**src/rtl/msi_bank_pkg.sv**
```systemverilog
package msi_bank_pkg;

  // Kind of register an address selects
  typedef enum logic [1:0] {
    SEL_NONE    = 2'd0,
    SEL_PENDING = 2'd1,
    SEL_SUMMARY = 2'd2
  } sel_kind_e;

  // Flat position of pending register (grp, idx)
  function automatic int unsigned flat_slot(input int unsigned grp,
                                            input int unsigned idx,
                                            input int unsigned per_grp);
    return grp * per_grp + idx;
  endfunction

endpackage

```
**src/rtl/msi_addr_decode.sv**
```systemverilog
module msi_addr_decode
  import msi_bank_pkg::*;
#(
  parameter int unsigned ADDR_W    = 24,
  parameter int unsigned GROUPS    = 16,
  parameter int unsigned INDEXES   = 8,
  parameter int unsigned REG_SHIFT = 16,
  localparam int unsigned GRP_W    = $clog2(GROUPS),
  localparam int unsigned IDX_W    = $clog2(INDEXES)
) (
  input  logic [ADDR_W-1:0] addr,
  output sel_kind_e         kind,
  output logic [GRP_W-1:0]  grp,
  output logic [IDX_W-1:0]  idx
);
  // Pending registers sit below 1 << TOP_SH; summaries start there
  localparam int unsigned TOP_SH = REG_SHIFT + IDX_W + GRP_W;
  localparam int unsigned SUM_SH = REG_SHIFT + GRP_W;

  logic               low_zero;
  logic [ADDR_W-1:0]  above_top;
  logic [TOP_SH-1:0]  below_top;
  logic [GRP_W-1:0]   p_grp;
  logic [IDX_W-1:0]   p_idx;
  logic [GRP_W-1:0]   s_grp;
  logic               p_hit;
  logic               s_hit;

  assign low_zero  = (addr[REG_SHIFT-1:0] == '0);
  assign above_top = addr >> TOP_SH;
  assign below_top = addr[TOP_SH-1:0];
  assign p_idx     = addr[REG_SHIFT +: IDX_W];
  assign p_grp     = addr[REG_SHIFT+IDX_W +: GRP_W];
  assign s_grp     = addr[REG_SHIFT +: GRP_W];

  assign p_hit = low_zero && (above_top == '0) &&
                 (32'(p_grp) < GROUPS) && (32'(p_idx) < INDEXES);
  assign s_hit = low_zero && (above_top == ADDR_W'(1)) &&
                 ((below_top >> SUM_SH) == '0) && (32'(s_grp) < GROUPS);

  always_comb begin
    kind = SEL_NONE;
    grp  = '0;
    idx  = '0;
    if (p_hit) begin
      kind = SEL_PENDING;
      grp  = p_grp;
      idx  = p_idx;
    end else if (s_hit) begin
      kind = SEL_SUMMARY;
      grp  = s_grp;
    end
  end

endmodule

```
**src/rtl/msi_pending_reg.sv**
```systemverilog
module msi_pending_reg #(
  parameter int unsigned VECTORS = 16,
  localparam int unsigned VEC_W  = $clog2(VECTORS)
) (
  input  logic               clk,
  input  logic               rst_n,
  input  logic               set_en,
  input  logic [VEC_W-1:0]   set_sel,
  input  logic               clr_en,
  output logic [VECTORS-1:0] q
);
  logic [VECTORS-1:0] set_mask;
  logic [VECTORS-1:0] kept;

  assign set_mask = set_en ? (VECTORS'(1) << set_sel) : '0;
  // A read returns all of q, so clearing all of q clears only returned bits
  assign kept     = clr_en ? '0 : q;

  always_ff @(posedge clk or negedge rst_n) begin
    if (!rst_n) q <= '0;
    else        q <= kept | set_mask;
  end

  // a write always lands, even alongside a clearing read
  p_set_lands_r6: assert property (@(posedge clk) disable iff (!rst_n)
    set_en |=> q[$past(set_sel)]);

  // a read with no write empties the register
  p_read_empties_r5: assert property (@(posedge clk) disable iff (!rst_n)
    (clr_en && !set_en) |=> (q == '0));

  // untouched registers keep their contents
  p_untouched_holds_r3: assert property (@(posedge clk) disable iff (!rst_n)
    (!clr_en && !set_en) |=> $stable(q));

endmodule

```
**src/rtl/msi_group_summary.sv**
```systemverilog
module msi_group_summary #(
  parameter int unsigned INDEXES = 8,
  parameter int unsigned VECTORS = 16
) (
  input  logic [INDEXES*VECTORS-1:0] pend_flat,
  output logic [INDEXES-1:0]         summary,
  output logic                       irq
);
  for (genvar x = 0; x < INDEXES; x++) begin : g_or
    assign summary[x] = |pend_flat[x*VECTORS +: VECTORS];
  end
  assign irq = |summary;
endmodule

```
**src/rtl/msi_term_bank.sv**
```systemverilog
module msi_term_bank
  import msi_bank_pkg::*;
#(
  parameter int unsigned ADDR_W    = 24,
  parameter int unsigned DATA_W    = 32,
  parameter int unsigned GROUPS    = 16,
  parameter int unsigned INDEXES   = 8,
  parameter int unsigned VECTORS   = 16,
  parameter int unsigned REG_SHIFT = 16
) (
  input  logic              clk,
  input  logic              rst_n,
  input  logic              wr_en,
  input  logic [ADDR_W-1:0] wr_addr,
  input  logic [DATA_W-1:0] wr_data,
  input  logic              rd_en,
  input  logic [ADDR_W-1:0] rd_addr,
  output logic [DATA_W-1:0] rd_data,
  output logic [GROUPS-1:0] irq_out
);
  localparam int unsigned GRP_W = $clog2(GROUPS);
  localparam int unsigned IDX_W = $clog2(INDEXES);
  localparam int unsigned VEC_W = $clog2(VECTORS);
  localparam int unsigned NREG  = GROUPS * INDEXES;

  // Decoded events, named for the assertions
  sel_kind_e           wr_kind, rd_kind;
  logic [GRP_W-1:0]    wr_grp, rd_grp;
  logic [IDX_W-1:0]    wr_idx, rd_idx;
  logic                wr_data_ok;
  logic                wr_accept;
  logic                rd_clear;
  logic [VECTORS-1:0]  pend_q [NREG];
  logic [INDEXES-1:0]  summ [GROUPS];
  logic [DATA_W-1:0]   rd_next;

  msi_addr_decode #(
    .ADDR_W(ADDR_W), .GROUPS(GROUPS), .INDEXES(INDEXES), .REG_SHIFT(REG_SHIFT)
  ) u_wr_dec (
    .addr(wr_addr), .kind(wr_kind), .grp(wr_grp), .idx(wr_idx)
  );

  msi_addr_decode #(
    .ADDR_W(ADDR_W), .GROUPS(GROUPS), .INDEXES(INDEXES), .REG_SHIFT(REG_SHIFT)
  ) u_rd_dec (
    .addr(rd_addr), .kind(rd_kind), .grp(rd_grp), .idx(rd_idx)
  );

  assign wr_data_ok = (wr_data < DATA_W'(VECTORS));
  assign wr_accept  = wr_en && (wr_kind == SEL_PENDING) && wr_data_ok;
  assign rd_clear   = rd_en && (rd_kind == SEL_PENDING);

  for (genvar g = 0; g < GROUPS; g++) begin : g_grp
    logic [INDEXES*VECTORS-1:0] flat;

    for (genvar x = 0; x < INDEXES; x++) begin : g_idx
      logic set_here;
      logic clr_here;
      assign set_here = wr_accept && (wr_grp == GRP_W'(g)) && (wr_idx == IDX_W'(x));
      assign clr_here = rd_clear && (rd_grp == GRP_W'(g)) && (rd_idx == IDX_W'(x));

      msi_pending_reg #(.VECTORS(VECTORS)) u_reg (
        .clk(clk), .rst_n(rst_n),
        .set_en(set_here), .set_sel(wr_data[VEC_W-1:0]),
        .clr_en(clr_here),
        .q(pend_q[flat_slot(g, x, INDEXES)])
      );
    end

    always_comb begin
      for (int x = 0; x < INDEXES; x++) begin
        flat[x*VECTORS +: VECTORS] = pend_q[flat_slot(g, x, INDEXES)];
      end
    end

    msi_group_summary #(.INDEXES(INDEXES), .VECTORS(VECTORS)) u_sum (
      .pend_flat(flat), .summary(summ[g]), .irq(irq_out[g])
    );
  end

  always_comb begin
    rd_next = '0;
    if (rd_en) begin
      case (rd_kind)
        SEL_PENDING: rd_next = DATA_W'(pend_q[flat_slot(32'(rd_grp), 32'(rd_idx), INDEXES)]);
        SEL_SUMMARY: rd_next = DATA_W'(summ[rd_grp]);
        default:     rd_next = '0;
      endcase
    end
  end

  always_ff @(posedge clk or negedge rst_n) begin
    if (!rst_n) rd_data <= '0;
    else        rd_data <= rd_next;
  end

  // unmapped reads return zero
  p_unmapped_zero_r9: assert property (@(posedge clk) disable iff (!rst_n)
    (rd_en && (rd_kind == SEL_NONE)) |=> (rd_data == '0));

  // no read strobe, no read data
  p_idle_zero_r4: assert property (@(posedge clk) disable iff (!rst_n)
    !rd_en |=> (rd_data == '0));

  // a summary read is nonzero exactly when that group's line was high
  p_summary_matches_line_r8: assert property (@(posedge clk) disable iff (!rst_n)
    (rd_en && (rd_kind == SEL_SUMMARY)) |=> ((rd_data != '0) == $past(irq_out[rd_grp])));

  // oversized data never reaches a register
  p_big_data_dropped_r2: assert property (@(posedge clk) disable iff (!rst_n)
    (wr_en && !wr_data_ok && !rd_en) |=> $stable(irq_out));

endmodule

```
**config.mk**
```make
export PLATFORM = sky130hd
export DESIGN_NAME = msi_term_bank
export DESIGN_NICKNAME = d
export VERILOG_FILES = /design/src/rtl/msi_bank_pkg.sv /design/src/rtl/msi_addr_decode.sv /design/src/rtl/msi_pending_reg.sv /design/src/rtl/msi_group_summary.sv /design/src/rtl/msi_term_bank.sv
export SDC_FILE = /design/constraint.sdc
export NUM_CORES = 2
export LEC_CHECK = 0
export BUFFER_PORTS_ARGS = -buffer_cell sky130_fd_sc_hd__buf_2
export CAP_MARGIN = 20
export CORE_UTILIZATION = 47
export CTS_CLUSTER_DIAMETER = 200
export DETAILED_ROUTE_END_ITERATION = 16
export HOLD_SLACK_MARGIN = 0.02
export PLACE_DENSITY = 0.67
export SYNTH_ARGS = -nofsm -noshare
export SYNTH_HDL_FRONTEND = slang
export SYNTH_SLANG_ARGS = --single-unit
```
**constraint.sdc**
```tcl
create_clock -name clk -period 2.5 [get_ports clk]
set_input_delay 0.375 -clock clk [delete_from_list [all_inputs] [get_ports clk]]
set_output_delay 0.375 -clock clk [all_outputs]
set_load 0.1 [all_outputs]
```
==> results.py <==
metrics = {
    "setup_path": {
        "crit_path_start_kind": "flip-flop",
        "worstPathMaxFanout": 2,
        "slowest_stage": "dfrtp_1",
        "reg2reg_depth": 9,
        "reg2reg_slack_ns": -0.12,
        "worstSetupEndpointType": "primary output",
        "setup.worst_path.start": "g_grp[13].g_idx[4].u_reg.q[15]$_DFF_PN0_",
        "cp_common_cell": "nor4_2",
        "worst_path_largest_cell_delay_ns": 0.42,
        "crit_family": "simple AND/OR/NAND/NOR gates",
        "crit_chain": "nor4_2 -> nand4_1 -> nor4_2 -> buf_4 -> nand2_8 -> buf_12",
        "crit_type": "flip-flop to primary output",
        "crit_arrival_ns": 2.75,
        "critical_path_buf_inv_count": 2,
        "r2r_start": "g_grp[10].g_idx[0].u_reg.q[10]$_DFF_PN0_",
        "endpoint": "irq_out[13]",
        "crit_cells": 6,
        "rr_endpoint": "rd_data[0]$_DFF_PN0_",
        "cp.required_ns": 2.12,
    },
    "cells_and_area": {
        "final_net_count": 12130,
        "layout_commonest_cell": "nand2_1",
        "areaGrowthSynthToFinish_pct": 32.46,
        "final_core_util": 0.6284,
        "final_cell_mix": "2375 x nand2_1, 2166 x o21ai_0, 2054 x dfrtp_1",
        "fin_cells": 14930,
        "drive_gt1_frac": 0.2536,
    },
    "power_and_ir_drop": {
        "peakVddDrop_v": 0.0007884,
        "power.leakage_nw": 56.49,
        "pwr_density_cell_mw_per_mm2": 554.6,
        "power_mw": 70.65,
    },
    "routing": {
        "drt-wirelength-per-cell_um": 31.29,
        "vias": 99700,
        "viasPerCell": 6.680,
        "wirelength_um": 466900,
        "drt_iter0_drc": 14820,
        "drc": 0,
        "antenna_left": 0,
        "firstDrtPassIters": 7,
    },
    "sta": {
        "fmax_ghz": 0.3196,
        "post-route-period-util": 1.252,
        "rsz0062_at_grt": "yes",
        "relSlewSlack": 0.2219,
        "finClkSkew_ns": 0.04503,
        "fin_ws_ns": -0.6293,
        "slew_viol_final": 0,
        "timing.setup.tns_ns": -18.48,
        "finalHoldViolations": 0,
        "tightestPinTransition_ns": 1.167,
        "setup_viol": 259,
        "finalCriticalPeriod_ns": 3.129,
    },
    "synth": {
        "syn_avg_cell_area_um2": 8.962,
        "ys_warn_count": 0,
        "synth-async-reset-ratio": 1.000,
        "syn-instance-count": 10730,
        "synth_compound_area_frac": 0.2055,
        "synthMuxAreaShare": 0.04704,
        "synth-main-ff-cell": "dfrtp_1",
        "synthAdderAreaFrac": 0,
        "synth_edf_count": 0,
        "ys_seq_area_frac": 0.5370,
        "synth_top_family_by_area": "compound AO/OA/AOI/OAI gates",
        "ys_ff_latch": 2064,
        "yosys.area_share.simple": 0.1719,
        "synth_area_mm2": 0.09618,
        "synth_xor_area_frac": 0,
        "ys_types": 73,
    },
    "placement": {
        "portBuffers": 115,
        "dp_cells": 14190,
        "gp_congestion": 1.096,
        "hpwl_um": 316200,
    },
    "status": {
        "outcome": "finished, violations left",
        "violations": "setup timing",
    },
    "clock_network": {
        "cts_buffer_depth": 3,
        "clk_pin_slew_ns": 0.07,
        "htreeDepth": 4,
        "cts_buffers": 218,
        "clockRootBuffer": "clkbuf_16",
        "cts_tree": "done",
        "cts_sinks": 2064,
        "clk_latency_ns": 0.91,
    },
    "grt": {
        "grt_pass1_vias": 95060,
        "overflow": 0,
        "grt_start_max_net_pins": 119,
        "antenna_found_initial": 31,
        "groute.usage.overall": 0.4396,
        "grt_pass1_wl_um": 662000,
    },
    "die": {
        "die_area_mm2": 0.2064,
        "num_io_pins": 132,
        "initial_core_util": 0.4744,
        "die_w_um": 454.4,
        "die_h_um": 454.4,
        "rows": 165,
        "core_region_area_mm2": 0.2027,
    },
    "flow_run": {
        "drv_cap": 0,
    },
    "min_path": {
        "hold_path.class": "input pin to async pin",
    },
}
-- what timing repair did --
| action | 4_1_cts | 5_1_grt |
|---|---|---|
| endpoints found under the hold margin | 761 | 0 |
| cloned | 6 | 15 |
| gates resized for setup | 560 | 515 |
| setup buffers | 215 | 115 |
| hold buffers | 3 | 0 |
| pin swaps | 240 | 246 |
| endpoints found under the setup margin | 417 | 317 |
-- synthesized netlist by cell type (41+ instances only) --
master / n / area share
nor4_1: 571 / 0.037
nand4_1: 139 / 0.0090
buf_2: 135 / 0.0070
nor2_1: 401 / 0.016
nand2_1: 2440 / 0.095
mux2i_1: 290 / 0.030
o221ai_1: 113 / 0.010
o21ai_0: 2248 / 0.12
o22ai_1: 332 / 0.022
and3_1: 47 / 0.0031
clkbuf_1: 669 / 0.026
a21oi_1: 393 / 0.020
nand3_1: 85 / 0.0044
mux2_2: 108 / 0.013
o21ai_1: 87 / 0.0045
nor3_1: 50 / 0.0026
a22o_1: 67 / 0.0061
buf_4: 41 / 0.0032
dfrtp_1: 2064 / 0.54
a31oi_1: 73 / 0.0047
o211ai_1: 56 / 0.0044
-- state kept, by name (all words and copies together) (netlist names) --
name and count:
rd_data 16, g_grp.g_idx.u_reg.q 2048
-- report_power, final --
part           total [mW]  switching [mW]  internal, mW
Combinational        3.86            2.78          1.08
Sequential           33.4  0.000000000171          33.4
Clock                33.4            14.4          19.0
-- cell families after synthesis --
logic type / Yosys count
buffers and inverters: 900
multiplexers: 416
AND/OR/NAND/NOR: 3795
AO/OA/AOI/OAI: 3555
other: 1
flip-flops: 2064
-- how the worst min path moves through the flow --
| stage | slack (ns) | end | cells past startpoint |
|---|---|---|---|
| after floorplan | 0.08 | g_grp[0].g_idx[0].u_reg.q[0]$_DFF_PN0_ | 0 |
| after global placement | 0.32 | g_grp[12].g_idx[6].u_reg.q[11]$_DFF_PN0_ | 1 |
| after detailed placement | 0.32 | g_grp[12].g_idx[6].u_reg.q[11]$_DFF_PN0_ | 1 |
| after CTS | 0.02 | g_grp[12].g_idx[6].u_reg.q[2]$_DFF_PN0_ | 2 |
| after global routing | 0.03 | g_grp[12].g_idx[6].u_reg.q[3]$_DFF_PN0_ | 2 |
| final | 0.02 | g_grp[12].g_idx[6].u_reg.q[2]$_DFF_PN0_ | 2 |
-- cell type report --
cell class	count	area, µm²
sequential	2064	51660
timing repair buffer	1952	19050
multi-input combinational	7784	45910
fill	16480	75340
clock inverter	75	905.9
inverter	21	85.08
antenna	35	87.58
tap	2672	3343
clock buffer	322	6347
-- layer usage --
layer	wire, µm	global-route usage	part of all wire
met4	39160	0.3132	0.084
met2	195100	0.6276	0.42
met1	171200	0.5676	0.37
met5	93	0	0.00020
met3	61410	0.1331	0.13
-- through the flow --
step	hold WS (ns)	setup slack [ns]	cell area, µm²
6_report	0.02066	-0.6293	127400
3_3_place_gp	0.3204	-1.580	112200
4_1_cts	0.02369	-0.6402	124000
3_5_place_dp	0.3215	-1.654	112200
5_1_grt	0.03213	-0.6985	127300
2_1_floorplan	0.07941	-0.06963	96710
Power figures use the tool's default switching activity.
